==> config.mk <==
export PLATFORM = sky130hd
export DESIGN_NAME = seq_restoring_divider
export DESIGN_NICKNAME = d
export VERILOG_FILES = /design/src/rtl/divq_pkg.sv /design/src/rtl/divq_operand_prep.sv /design/src/rtl/divq_step.sv /design/src/rtl/divq_sign_fix.sv /design/src/rtl/seq_restoring_divider.sv
export SDC_FILE = /design/constraint.sdc
export NUM_CORES = 1
export LEC_CHECK = 0
export BUFFER_PORTS_ARGS = -buffer_cell sky130_fd_sc_hd__buf_4
export CORE_MARGIN = 1.5
export CORE_UTILIZATION = 45
export CTS_BUF_LIST = sky130_fd_sc_hd__clkbuf_16
export CTS_CLUSTER_SIZE = 8
export DETAILED_ROUTE_END_ITERATION = 12
export SKIP_CTS_REPAIR_TIMING = 1
export SLEW_MARGIN = 15
export SYNTH_ARGS = -nofsm -noshare
export SYNTH_HDL_FRONTEND = slang
export SYNTH_HIERARCHICAL = 1
export SYNTH_SLANG_ARGS = --single-unit
==> constraint.sdc <==
create_clock -name clk -period 7.78 [get_ports clk]
set_clock_uncertainty 0.2 [all_clocks]
set_input_delay 2.334 -clock clk [delete_from_list [all_inputs] [get_ports clk]]
set_output_delay 2.334 -clock clk [all_outputs]
set_load 0.01 [all_outputs]
==> src/rtl/divq_pkg.sv <==
package divq_pkg;

  typedef enum logic {
    SGN_POS = 1'b0,
    SGN_NEG = 1'b1
  } sign_t;

  function automatic logic [63:0] mag64(input logic [63:0] v, input logic neg);
    mag64 = neg ? (~v + 64'd1) : v;
  endfunction

endpackage

==> src/rtl/divq_operand_prep.sv <==
module divq_operand_prep #(
  parameter int W = 32
) (
  input  logic [W-1:0]   num_in,
  input  logic [W-1:0]   den_in,
  input  logic           use_sign,
  output logic [W-1:0]   num_mag,
  output logic [W-1:0]   den_mag,
  output divq_pkg::sign_t quo_sign,
  output divq_pkg::sign_t rem_sign
);
  import divq_pkg::*;

  logic num_neg, den_neg;

  always_comb begin
    num_neg  = use_sign & num_in[W-1];
    den_neg  = use_sign & den_in[W-1];
    num_mag  = num_neg ? (~num_in + {{(W-1){1'b0}}, 1'b1}) : num_in;
    den_mag  = den_neg ? (~den_in + {{(W-1){1'b0}}, 1'b1}) : den_in;
    quo_sign = (num_neg ^ den_neg) ? SGN_NEG : SGN_POS;
    rem_sign = num_neg ? SGN_NEG : SGN_POS;
  end

endmodule

==> src/rtl/divq_step.sv <==
module divq_step #(
  parameter int W = 32
) (
  input  logic [W-1:0] part_in,
  input  logic [W-1:0] shreg_in,
  input  logic [W-1:0] den,
  output logic [W-1:0] part_out,
  output logic [W-1:0] shreg_out
);

  logic [W:0] shifted;
  logic [W:0] trial;
  logic       went_neg;

  always_comb begin
    shifted  = {part_in, shreg_in[W-1]};
    trial    = shifted - {1'b0, den};
    went_neg = trial[W];
    // restore: keep the shifted remainder when the subtraction underflowed
    part_out  = went_neg ? shifted[W-1:0] : trial[W-1:0];
    shreg_out = {shreg_in[W-2:0], ~went_neg};
  end

endmodule

==> src/rtl/divq_sign_fix.sv <==
module divq_sign_fix #(
  parameter int W = 32
) (
  input  logic [W-1:0]    quo_mag,
  input  logic [W-1:0]    rem_mag,
  input  divq_pkg::sign_t quo_sign,
  input  divq_pkg::sign_t rem_sign,
  output logic [W-1:0]    quo_out,
  output logic [W-1:0]    rem_out
);
  import divq_pkg::*;

  always_comb begin
    quo_out = (quo_sign == SGN_NEG) ? (~quo_mag + {{(W-1){1'b0}}, 1'b1}) : quo_mag;
    rem_out = (rem_sign == SGN_NEG) ? (~rem_mag + {{(W-1){1'b0}}, 1'b1}) : rem_mag;
  end

endmodule

==> src/rtl/seq_restoring_divider.sv <==
module seq_restoring_divider #(
  parameter int N = 32
) (
  input  logic         clk,
  input  logic         rst,
  input  logic         start,
  input  logic [N-1:0] dividend,
  input  logic [N-1:0] divisor,
  input  logic         signed_mode,
  output logic         busy,
  output logic         done,
  output logic [N-1:0] quotient,
  output logic [N-1:0] remainder,
  output logic         div_zero
);
  import divq_pkg::*;

  localparam int CNT_W = (N > 2) ? $clog2(N) : 1;
  localparam logic [CNT_W-1:0] LAST_STEP = CNT_W'(N - 1);

  logic [N-1:0]   num_mag, den_mag;
  sign_t          quo_sign_c, rem_sign_c;
  logic [N-1:0]   part_r, shreg_r, den_r;
  logic [N-1:0]   part_nx, shreg_nx;
  logic [N-1:0]   quo_fix, rem_fix;
  sign_t          quo_sign_r, rem_sign_r;
  logic           mode_r;
  logic [CNT_W-1:0] step_cnt;
  logic           busy_q, done_q, dz_q;
  logic [N-1:0]   quo_q, rem_q;
  logic           den_is_zero;

  assign den_is_zero = (divisor == '0);

  divq_operand_prep #(.W(N)) u_prep (
    .num_in   (dividend),
    .den_in   (divisor),
    .use_sign (signed_mode),
    .num_mag  (num_mag),
    .den_mag  (den_mag),
    .quo_sign (quo_sign_c),
    .rem_sign (rem_sign_c)
  );

  divq_step #(.W(N)) u_step (
    .part_in   (part_r),
    .shreg_in  (shreg_r),
    .den       (den_r),
    .part_out  (part_nx),
    .shreg_out (shreg_nx)
  );

  divq_sign_fix #(.W(N)) u_fix (
    .quo_mag  (shreg_nx),
    .rem_mag  (part_nx),
    .quo_sign (quo_sign_r),
    .rem_sign (rem_sign_r),
    .quo_out  (quo_fix),
    .rem_out  (rem_fix)
  );

  always_ff @(posedge clk) begin
    if (rst) begin
      busy_q     <= 1'b0;
      done_q     <= 1'b0;
      dz_q       <= 1'b0;
      quo_q      <= '0;
      rem_q      <= '0;
      part_r     <= '0;
      shreg_r    <= '0;
      den_r      <= '0;
      step_cnt   <= '0;
      mode_r     <= 1'b0;
      quo_sign_r <= SGN_POS;
      rem_sign_r <= SGN_POS;
    end else begin
      done_q <= 1'b0;
      if (!busy_q) begin
        if (start) begin
          if (den_is_zero) begin
            done_q <= 1'b1;
            dz_q   <= 1'b1;
            quo_q  <= '1;
            rem_q  <= dividend;
          end else begin
            busy_q     <= 1'b1;
            step_cnt   <= '0;
            part_r     <= '0;
            shreg_r    <= num_mag;
            den_r      <= den_mag;
            mode_r     <= signed_mode;
            quo_sign_r <= quo_sign_c;
            rem_sign_r <= rem_sign_c;
          end
        end
      end else begin
        part_r   <= part_nx;
        shreg_r  <= shreg_nx;
        step_cnt <= step_cnt + 1'b1;
        if (step_cnt == LAST_STEP) begin
          busy_q <= 1'b0;
          done_q <= 1'b1;
          dz_q   <= 1'b0;
          quo_q  <= quo_fix;
          rem_q  <= rem_fix;
        end
      end
    end
  end

  assign busy      = busy_q;
  assign done      = done_q;
  assign div_zero  = dz_q;
  assign quotient  = quo_q;
  assign remainder = rem_q;

  AST_DONE_SINGLE: assert property (@(posedge clk) disable iff (rst)
    done_q |=> !done_q);
  AST_BUSY_FALL_DONE: assert property (@(posedge clk) disable iff (rst)
    $fell(busy_q) |-> done_q);
  AST_STEP_RANGE: assert property (@(posedge clk) disable iff (rst)
    busy_q |-> (step_cnt <= LAST_STEP));
  AST_ZERO_NO_ITER: assert property (@(posedge clk) disable iff (rst)
    (done_q && dz_q) |-> !$past(busy_q));
  AST_ZERO_ALL_ONES: assert property (@(posedge clk) disable iff (rst)
    (done_q && dz_q) |-> (quo_q == '1));
  AST_UNS_REM_BOUND: assert property (@(posedge clk) disable iff (rst)
    (done_q && !dz_q && !mode_r) |-> (rem_q < den_r));
  AST_REM_FOLLOWS_DIVIDEND: assert property (@(posedge clk) disable iff (rst)
    (done_q && !dz_q && mode_r && (rem_q != '0)) |-> (rem_q[N-1] == (rem_sign_r == SGN_NEG)));
  AST_START_WHILE_BUSY: assert property (@(posedge clk) disable iff (rst)
    (busy_q && start) |=> $stable(den_r));
  AST_RESULT_HOLD: assert property (@(posedge clk) disable iff (rst)
    !done_q |-> ($stable(quo_q) && $stable(rem_q) && $stable(dz_q)));

endmodule

==> qor.yml, run 1 <==
status: "finished clean"
grt-ovfl-total: 0
critPathLaunchType: "flip-flop"
dp_hpwl_um: 30740
wl_per_cell_um: 20.69
initial_core_util_pct: 45.60
power_frac_seq_pct: 22.8
netlist.area_leader.share_pct: 25.25
synthDistinctLibCells: 88
wl_met3_um: 2691
swShare_pct: 45.93
synth_area_per_cell_um2: 8.315
syn_inst: 1621
placementRows: 63
nNetsFinal: 1748
ant_nets: 0
drive_gt1_share_pct: 16.51
dr.pass1.iters: 5
critPathKind: "reg2reg"
max_freq_mhz: 166.8
min_period_ps: 5994
syn_to_final_growth_pct: 10.23
grt_pass1_vias: 11786
crit_required_ps: 7950
clkPwrFrac_pct: 19.6
synth_top_family_by_area: "compound AO/OA/AOI/OAI gates"
clk_latency_ps: 460
cp.arrival_ps: 6160
die_w_um: 176.1
p_sw_mw: 2.054
peakVddDrop_uv: 195.6
drt_iter0_markers: 1127
most-common-layout-cells: "dfxtp_1, buf_4, nor2_1"
rsz0062_at_grt: "false"
synth.mux.area_fraction_pct: 7.593
combPwrFrac_pct: 57.6
grt_max_degree: 81
finalWirelength_um: 42290
yosysTopAreaCell: "dfxtp_1"
place.gp.congestion: 0.9289
cts.sinks: 170
hold_viol: 0
relSlewSlack_pct: 22.67
yosys-top-cells-area: "dfxtp_1, xnor2_1, mux2i_1"
cts_tree: "done"
layout_setup_ws_ps: 1786
cts.clk_slew.worst_paths_ps: 80
setup_violations: 0
tightest_slew_ps: 1158
top_layer_used: "met4"
hold_depth: 1
antenna_cells: 0
synthFlopType: "dfxtp_1"
synthesis.nets: 1728
wirelength_met1_um: 18000
drv_slew: 0
p_leak_nw: 5.509
fillers: 2907
core-area_mm2: 0.02956
finalCritPeriodShare_pct: 77.04
wl_met2_um: 20570
power_density_mw_per_mm2: 301.0
cp_max_fo: 29
ys_seq_area_share_pct: 25.25
end_kind: "flip-flop"
synth-adder-area-share_pct: 3.676
ff2ff_setup_slack_ps: 1790
hold_path_class: "reg2reg"
reg2reg_depth: 20
synthXorXnorAreaFrac_pct: 9.357
htreeDepth: 4
port_buffers: 134
vias_per_cell: 6.222
vias: 12717
grt_pass1_wl_um: 65800
yosysWarnings: 6
track_usage_pct: 26.83
cts_buffers: 17
p_int_mw: 2.418
synth_compound_area_share_pct: 25.25
dieHeight_um: 176.1
antenna_found_initial: 0
syn_area_mm2: 0.01348
mostFrequentLayoutCell: "dfxtp_1"
die_area_mm2: 0.03100
yosys.area_share.simple_pct: 20.89
synth_edf_count: 0
boundaryPins: 135
setup_tns_ps: 0
place_ws_ps: 1862
drc: 0
clk_path_buf_depth: 2
cts_root_buf: "clkbuf_16"
ys_seq_elements: 170
drv_cap: 0
async_flop_share_pct: 0
==> layout make-up <==
type,instances,area (um2),share of cell area [%]
inverter,48,187.7,1.263
tap,390,488.0,3.284
timing repair buffer,154,1156,7.781
clock buffer,17,425.4,2.863
clock inverter,15,158.9,1.069
sequential,170,3405,22.91
multi-input combinational,1250,9037,60.83
==> power by group through the flow <==
stage | combinational (mW) | sequential, mW | clock [mW]
after floorplan | 2.06 | 0.986 | 0
after global placement | 2.51 | 1.04 | 0
after detailed placement | 2.52 | 1.04 | 0
after CTS | 2.53 | 1.02 | 0.888
after global routing | 2.76 | 1.03 | 0.920
final | 2.57 | 1.02 | 0.876
==> layer usage <==
metal	vias to the layer above	GRT usage, %
li1	6019	-
met1	6194	34.12
met2	453	46.23
met3	51	4.156
met4	0	8.618
met5	-	0
==> through the flow <==
step | power (mW) | instances | hold WS [ps] | utilization, % | area, um2
after floorplan | 3.050 | 1621 | 248.7 | - | 13480
after global placement | 3.547 | 2012 | 250.1 | 48.27 | 14270
after detailed placement | 3.561 | 2012 | 254.1 | 48.27 | 14270
after CTS | 4.441 | 2044 | 270.5 | 50.25 | 14850
after global routing | 4.712 | 2044 | 285.9 | 50.26 | 14860
final | 4.472 | 2044 | 265.4 | 50.26 | 14860
==> cell usage after synthesis (6+ instances only) <==
| master | instances |
|---|---|
| or3_1 | 14 |
| buf_2 | 10 |
| nor4_2 | 9 |
| nor4_1 | 14 |
| ha_1 | 38 |
| a21oi_1 | 39 |
| nand2_1 | 109 |
| xor2_1 | 41 |
| inv_1 | 47 |
| o21a_1 | 40 |
| a22oi_1 | 64 |
| xnor2_1 | 103 |
| nand2b_1 | 78 |
| o221ai_1 | 63 |
| o41ai_2 | 10 |
| nor3_1 | 26 |
| a31oi_1 | 18 |
| buf_6 | 11 |
| o21ai_0 | 74 |
| buf_1 | 6 |
| nor2_1 | 136 |
| nand4_1 | 49 |
| clkbuf_1 | 79 |
| o31ai_1 | 36 |
| or2_2 | 7 |
| dfxtp_1 | 170 |
| and3_1 | 6 |
| a21o_1 | 17 |
| mux2i_1 | 67 |
| buf_4 | 42 |
| a32o_1 | 34 |
| mux2_4 | 19 |
| o41ai_1 | 13 |
| nand3_1 | 26 |
| or4_1 | 16 |
==> final timing paths <==
kind,from,endpoint
worst max register to register,shreg_r[31],remainder[31]
worst min register to register,quotient[10],quotient[10]
worst min-delay path,quotient[10],quotient[10]
worst max-delay path,shreg_r[31],remainder[31]
==> flip-flops by register name (all words and copies together) (netlist names), 5 cells and up <==
name,count
den_r,32
shreg_r,32
step_cnt,5
remainder,32
quotient,32
part_r,32
==> worst max-delay path, stage by stage, from the launching register on <==
cell and delay, ps:
dfxtp_1 410, inv_1 70, ha_1 220, fa_1 410, and2b_1 250, o2111ai_2 140, a21oi_2 230, o2111ai_1 190
a211oi_2 320, nor2_4 100, mux2i_4 340, and2_4 310, inv_8 130, mux2_4 360, or4_4 570, or4_4 530
o41ai_2 380, xnor2_1 190, a22oi_1 90, and4_1 230, a311oi_1 220
==> cells by family after synthesis <==
logic type	Yosys count
flops	170
buf+inv	201
simple gates	532
fa+ha+maj	39
xor+xnor	144
mux	91
compound gates	444
Power figures use the tool's default switching activity.
==> run 2, diff against run 1 <==
--- a/config.mk
+++ b/config.mk
@@ -11,6 +11,7 @@
 export CTS_BUF_LIST = sky130_fd_sc_hd__clkbuf_16
 export CTS_CLUSTER_SIZE = 8
 export DETAILED_ROUTE_END_ITERATION = 12
+export PLACE_DENSITY = 0.66
 export SKIP_CTS_REPAIR_TIMING = 1
 export SLEW_MARGIN = 15
 export SYNTH_ARGS = -nofsm -noshare
==> constraint.sdc (replaced) <==
create_clock -name clk -period 5.3 [get_ports clk]
set_clock_uncertainty 0.2 [all_clocks]
set_input_delay 1.59 -clock clk [delete_from_list [all_inputs] [get_ports clk]]
set_output_delay 1.59 -clock clk [all_outputs]
set_load 0.01 [all_outputs]
==> run 2 against run 1 <==
Against the previous run:
- wire length shrank 3.8%
- register-to-register slack got worse by 1700 ps
- final cell count is 2.2% higher
- worst setup slack lost 1700 ps
==> qor.yml, run 2 (synthesized netlist as in run 1, its figures left out) <==
place_inst: 2047  # +1.7%
clk_path_buf_depth: 2  # unchanged
crit_slowest_cell: "or4_4"
mostFrequentLayoutCell: "buf_4"
nNetsFinal: 1792  # +2.5%
clk_latency_ps: 450  # about the same
dp_hpwl_um: 29660  # -3.5%
most-common-layout-cells: "buf_4, dfxtp_1, nor2_1"
reg2reg_to: "remainder[30]"
min_period_ps: 5211  # -783.0 ps
cts_tree: "done"
dr.pass1.iters: 6  # +1
design_area_mm2: 0.01541  # +3.7%
ant_nets: 0  # unchanged
cts_buffers: 17  # unchanged
wl_per_cell_um: 19.48  # -5.9%
drive_gt1_share_pct: 19.55  # +3.0 points
port_buffers: 134  # unchanged
crit_required_ps: 5390  # -2560 ps
syn_to_final_growth_pct: 14.36
drt_iter0_markers: 1328  # +18%
hold_viol: 0  # unchanged
critPathKind: "reg2reg"
critPathLaunchType: "flip-flop"
finalWirelength_um: 40670  # -3.8%
placementRows: 63  # unchanged
dpl-instance-area_mm2: 0.01456  # +2.0%
end_kind: "flip-flop"
cts.clk_slew.worst_paths_ps: 60  # -20 ps
die_w_um: 176.1  # unchanged
grt-ovfl-total: 0  # unchanged
place.gp.congestion: 0.9145  # -1.6%
ff2ff_setup_slack_ps: 90  # -1700 ps
crit_chain: "inv_2 > ha_4 > fa_2 > and2b_1 > o2111ai_2 > a21oi_2 > o2111ai_2 > a211oi_2 > nor2_4 > mux2i_4 > and2_4 > clkinv_8 > mux2_4 > or4_4 > or4_4 > buf_6 > o41ai_4 > xnor2_1 > a22oi_1 > o221ai_1"
initial_core_util_pct: 45.60  # unchanged
die_area_mm2: 0.03100  # unchanged
drv_cap: 0  # unchanged
boundaryPins: 135  # unchanged
drc: 0  # unchanged
relSlewSlack_pct: 10.46  # -12 points
hold_depth: 1  # unchanged
busiest_layer: "met2"
layout_setup_ws_ps: 89.34  # -1697 ps
cts_root_buf: "clkbuf_16"
p_int_mw: 4.181  # +73%
regArea_mm2: 0.003410  # +0.15%
htreeDepth: 4  # unchanged
stdcell_count: 2088  # +2.2%
grt_use_met2_pct: 41.67  # -4.6 points
holdPathEnd: "quotient[3]"
tightest_slew_ps: 1341  # +182.9 ps
min_from: "quotient[3]"
hold_path_class: "reg2reg"
multi_input_area_mm2: 0.009168  # +1.4%
cts.sinks: 170  # unchanged
drv_slew: 0  # unchanged
fillers: 2777  # -4.5%
vias: 12930  # +1.7%
r2r-start: "shreg_r[31]"
grt_max_degree: 75  # -7.4%
setup_violations: 0  # unchanged
antenna_cells: 0  # unchanged
vias_per_cell: 6.193  # -0.47%
cp_max_fo: 7  # -76%
power_density_mw_per_mm2: 480.4  # +60%
max_freq_mhz: 191.9  # +15%
peakVddDrop_uv: 299.0  # +53%
p_sw_mw: 3.224  # +57%
reg2reg_depth: 20  # unchanged
power_frac_seq_pct: 20.4  # -2.4 points
status: "finished clean"
place_ws_ps: -54.13  # -1916 ps
cpPeakStageDelay_ps: 540  # -30 ps
cp.arrival_ps: 5300  # -860 ps
antenna_found_initial: 0  # unchanged
clkPwrFrac_pct: 19.5  # about the same
met1_usage_pct: 35.36  # +1.2 points
core-area_mm2: 0.02956  # unchanged
p_leak_nw: 5.795  # +5.2%
rsz0062_at_grt: "true"
grt_pass1_wl_um: 64110  # -2.6%
met3_usage_pct: 3.144  # -1.0 points
dieHeight_um: 176.1  # unchanged
swShare_pct: 43.53  # -2.4 points
finalCritPeriodShare_pct: 98.31  # +21 points
track_usage_pct: 25.65  # -1.2 points
combPwrFrac_pct: 60.1  # +2.5 points
grt_pass1_vias: 11780  # -0.051%
run 2: cell type report:
class,instances,share of cell area [%]
clock inverter,15,1.534
sequential,170,22.12
timing repair buffer,197,9.643
timing repair inverter,1,0.05682
tap,390,3.166
multi-input combinational,1250,59.47
clock buffer,17,2.760
inverter,48,1.250
run 2: power by group through the flow:
| stage | sequential, mW | combinational, mW | clock [mW] |
|---|---|---|---|
| 2_1_floorplan | 1.45 | 3.04 | 0 |
| 3_3_place_gp | 1.53 | 3.94 | 0 |
| 3_5_place_dp | 1.53 | 3.98 | 0 |
| 4_1_cts | 1.50 | 4.00 | 1.46 |
| 5_1_grt | 1.52 | 4.74 | 1.50 |
| 6_report | 1.51 | 4.45 | 1.44 |
run 2: metrics by stage:
step	power [mW]	util, %	TNS (ps)	hold slack, ps
floorplan	4.486	-	-96.90	248.7
global placement	5.466	49.24	0	249.4
detailed placement	5.516	49.24	-54.13	254.1
CTS	6.963	51.48	-79.07	268.8
global route	7.762	52.15	-505.7	290.0
finish	7.405	52.15	0	264.6
run 2: how the worst max path moves through the flow:
| stage | start | endpoint | slack (ps) | depth (start not counted) |
|---|---|---|---|---|
| final | shreg_r[31] | remainder[30] | 90 | 20 |
| after global routing | shreg_r[31] | remainder[30] | -100 | 20 |
| after CTS | shreg_r[31] | remainder[31] | -80 | 20 |
| after detailed placement | shreg_r[31] | remainder[31] | -50 | 20 |
| after global placement | shreg_r[31] | remainder[31] | 10 | 20 |
| after floorplan | shreg_r[31] | remainder[31] | -100 | 23 |
run 2: routing by layer:
metal | wire, um | up-vias
met2 | 18670 | 543
met4 | 817 | 0
met1 | 18400 | 6201
met3 | 2782 | 53
met5 | 0 | -
li1 | - | 6133
run 2: worst max-delay path: cells and delay by family, from the launching register on:
kind / cells / cell delay, ps
and+or+nand+nor: 5 / 1580
AOI/OAI and AO/OA: 7 / 1510
adders and majority gates: 2 / 510
muxes: 2 / 500
DFF: 1 / 340
buffers and inverters: 3 / 310
xor gates and xnor gates: 1 / 120
==> run 3, diff against run 2 <==
--- a/config.mk
+++ b/config.mk
@@ -5,6 +5,7 @@
 export SDC_FILE = /design/constraint.sdc
 export NUM_CORES = 1
 export LEC_CHECK = 0
+export ABC_AREA = 1
 export BUFFER_PORTS_ARGS = -buffer_cell sky130_fd_sc_hd__buf_4
 export CORE_MARGIN = 1.5
 export CORE_UTILIZATION = 45
==> run 3 against run 2 <==
Against the previous run:
- critical path depth up 6
- via count is 27% higher
- wire length grew 21%
- register-to-register slack gained 1200 ps
- die area up 12%
- design area grew 6.9%
- sequential cell count is the same
- maximum frequency up 30%
- worst setup slack improved by 1200 ps
- synthesized area rose by 12%
- global-route usage is 3.0 points higher
- critical endpoint is now remainder[9]
==> qor.yml, run 3 <==
boundaryPins: 135  # unchanged
dieHeight_um: 186.1  # +5.7%
ys_seq_area_share_pct: 22.55  # -2.7 points
die_area_mm2: 0.03464  # +12%
vias_per_cell: 5.221  # -16%
port_buffers: 134  # unchanged
die_w_um: 186.1  # +5.7%
min_from: "div_zero"
synth-adder-area-share_pct: 3.284  # -0.39 points
clk_path_buf_depth: 2  # unchanged
synthXorXnorAreaFrac_pct: 4.121  # -5.2 points
initial_core_util_pct: 46.03  # +0.43 points
synth_area_per_cell_um2: 5.654  # -32%
reg2reg_depth: 26  # +30%
finalCritPeriodShare_pct: 75.55  # -23 points
yosysTopAreaCell: "nand2_1"
drt_iter0_markers: 1436  # +8.1%
crit_family: "simple AND/OR/NAND/NOR gates"
finalWirelength_um: 49330  # +21%
critPathKind: "reg2reg"
grt_pass1_vias: 14560  # +24%
synth_edf_count: 0  # unchanged
crit_slowest_cell: "fa_1"
drv_slew: 0  # unchanged
syn_to_final_growth_pct: 9.187
drive_gt1_share_pct: 9.188  # -10 points
cts_root_buf: "clkbuf_16"
dp_hpwl_um: 38270  # +29%
wl_per_cell_um: 15.65  # -20%
core-area_mm2: 0.03278  # +11%
cts_buffers: 17  # unchanged
cp.depth: 26  # +30%
synth.mux.area_fraction_pct: 2.123  # -5.5 points
reg2reg_to: "remainder[9]"
cts.clk_slew.worst_paths_ps: 70  # about the same
hold_viol: 0  # unchanged
r2r-start: "shreg_r[31]"
mostFrequentLayoutCell: "nand2_1"
grt_pass1_wl_um: 77290  # +21%
hold_path_class: "reg2reg"
drc: 0  # unchanged
cp_max_fo: 35  # +28
yosys-top-cells-area: "nand2_1, dfxtp_1, nor2_1"
synth_compound_area_share_pct: 9.784  # -15 points
synth_top_family_by_area: "simple AND/OR/NAND/NOR gates"
cpPeakStageDelay_ps: 400  # -140 ps
synthesis.nets: 2776  # +61%
relSlewSlack_pct: 28.71  # +18 points
setup_tns_ps: 0  # unchanged
nNetsFinal: 2804  # +56%
synth_most_common_cell: "nand2_1"
drv_cap: 0  # unchanged
end_kind: "flip-flop"
vias: 16456  # +27%
fillers: 3627  # +31%
ys_seq_elements: 170  # unchanged
path_common_cell: "nand2_1"
rsz0062_at_grt: "false"
syn_inst: 2669  # +65%
endpoint: "remainder[9]"
yosys.area_share.simple_pct: 45.22  # +24 points
synthFlopType: "dfxtp_1"
ant_nets: 0  # unchanged
critPathLaunchType: "flip-flop"
most-common-layout-cells: "nand2_1, nor2_1, inv_1"
netlist_top_cells_count: "nand2_1, nor2_1, inv_1, dfxtp_1, nand3_1"
cts.sinks: 170  # unchanged
async_flop_share_pct: 0  # unchanged
min_period_ps: 4004  # -1206 ps
grt-ovfl-total: 0  # unchanged
yosysWarnings: 6  # unchanged
cp.arrival_ps: 4190  # -1110 ps
path_buf_inv: 2  # -1
clk_latency_ps: 450  # about the same
tightest_slew_ps: 1069  # -272.0 ps
crit_required_ps: 5490  # +100 ps
place.gp.congestion: 0.9610  # +5.1%
dr.pass1.iters: 6  # unchanged
regArea_mm2: 0.003407  # about the same
cp-startpoint: "shreg_r[31]"
multi_input_area_mm2: 0.009757  # +6.4%
status: "finished clean"
ff2ff_setup_slack_ps: 1300  # +1210 ps
synthDistinctLibCells: 38  # -57%
antenna_cells: 0  # unchanged
max_freq_mhz: 249.7  # +30%
syn_area_mm2: 0.01509  # +12%
netlist.area_leader.share_pct: 23.31  # -1.9 points
setup_violations: 0  # unchanged
cts_tree: "done"
grt_max_degree: 101  # +35%
placementRows: 66  # +4.8%
track_usage_pct: 28.60  # +3.0 points
antenna_found_initial: 0  # unchanged
htreeDepth: 4  # unchanged
==> run 3: cell count changes after synthesis, sizes merged, moves of 41 or more <==
cell    change
a21oi      +95
a22oi      -64
clkbuf     -41
inv       +252
nand2     +848
nand2b     -78
nand3     +139
nor2      +324
o221ai     -63
xnor2      -77
==> run 3: how the worst min path moves through the flow <==
stage / endpoint / slack [ps] / depth (start not counted)
3_5_place_dp: quotient[13] / 260 / 2
2_1_floorplan: step_cnt[3] / 240 / 2
3_3_place_gp: quotient[29] / 250 / 2
5_1_grt: div_zero / 300 / 2
6_report: div_zero / 270 / 2
4_1_cts: div_zero / 270 / 2
==> run 3: kinds of logic (layout without fill, tap and decap cells) <==
family,after synthesis,in the layout
flops,170,170
mux,32,32
compound gates,268,268
buf+inv,436,477
xor+xnor,71,71
simple gates,1653,1653
fa+ha+maj,39,39
==> run 3: layer usage <==
metal	part of all wire, %	GRT usage, %	routed length [um]	vias to the layer above
met5	0	0	0	-
met4	3.3	11.13	1635	0
met3	5.7	3.483	2790	86
met2	44	45.57	21880	535
met1	47	39.25	23020	7529
li1	-	-	-	8306
==> run 3: layout make-up <==
class	instances	share of cell area, %
clock inverters	15	0.7139
multi-input cells	2063	59.22
flip-flops and latches	170	20.68
repair buffers	145	6.607
clock buffers	17	2.582
well taps	442	3.357
inverters	300	6.842
==> run 3: worst reg2reg max path: cells and delay by family, from the launching register on <==
kind	cells	cell delay, ps
compound gates	1	60
xor+xnor	1	250
fa+ha+maj	2	630
buf+inv	2	160
simple gates	20	2290
flops	1	370
==> run 3: metrics by stage <==
| step | setup WS [ps] | instance area, um2 | instances | hold slack, ps | utilization [%] |
|---|---|---|---|---|---|
| global placement | 1437 | 15920 | 3120 | 251.1 | 48.57 |
| global route | 921.3 | 16480 | 3152 | 300.3 | 50.26 |
| detailed placement | 1367 | 15920 | 3120 | 255.7 | 48.57 |
| CTS | 1338 | 16470 | 3152 | 268.9 | 50.23 |
| finish | 1296 | 16480 | 3152 | 265.9 | 50.26 |
| floorplan | 1959 | 15090 | 2669 | 238.7 | - |
Power of run 3 is not shown: default switching activity piles up to over one toggle a cycle in this logic, so the estimate is an artifact.
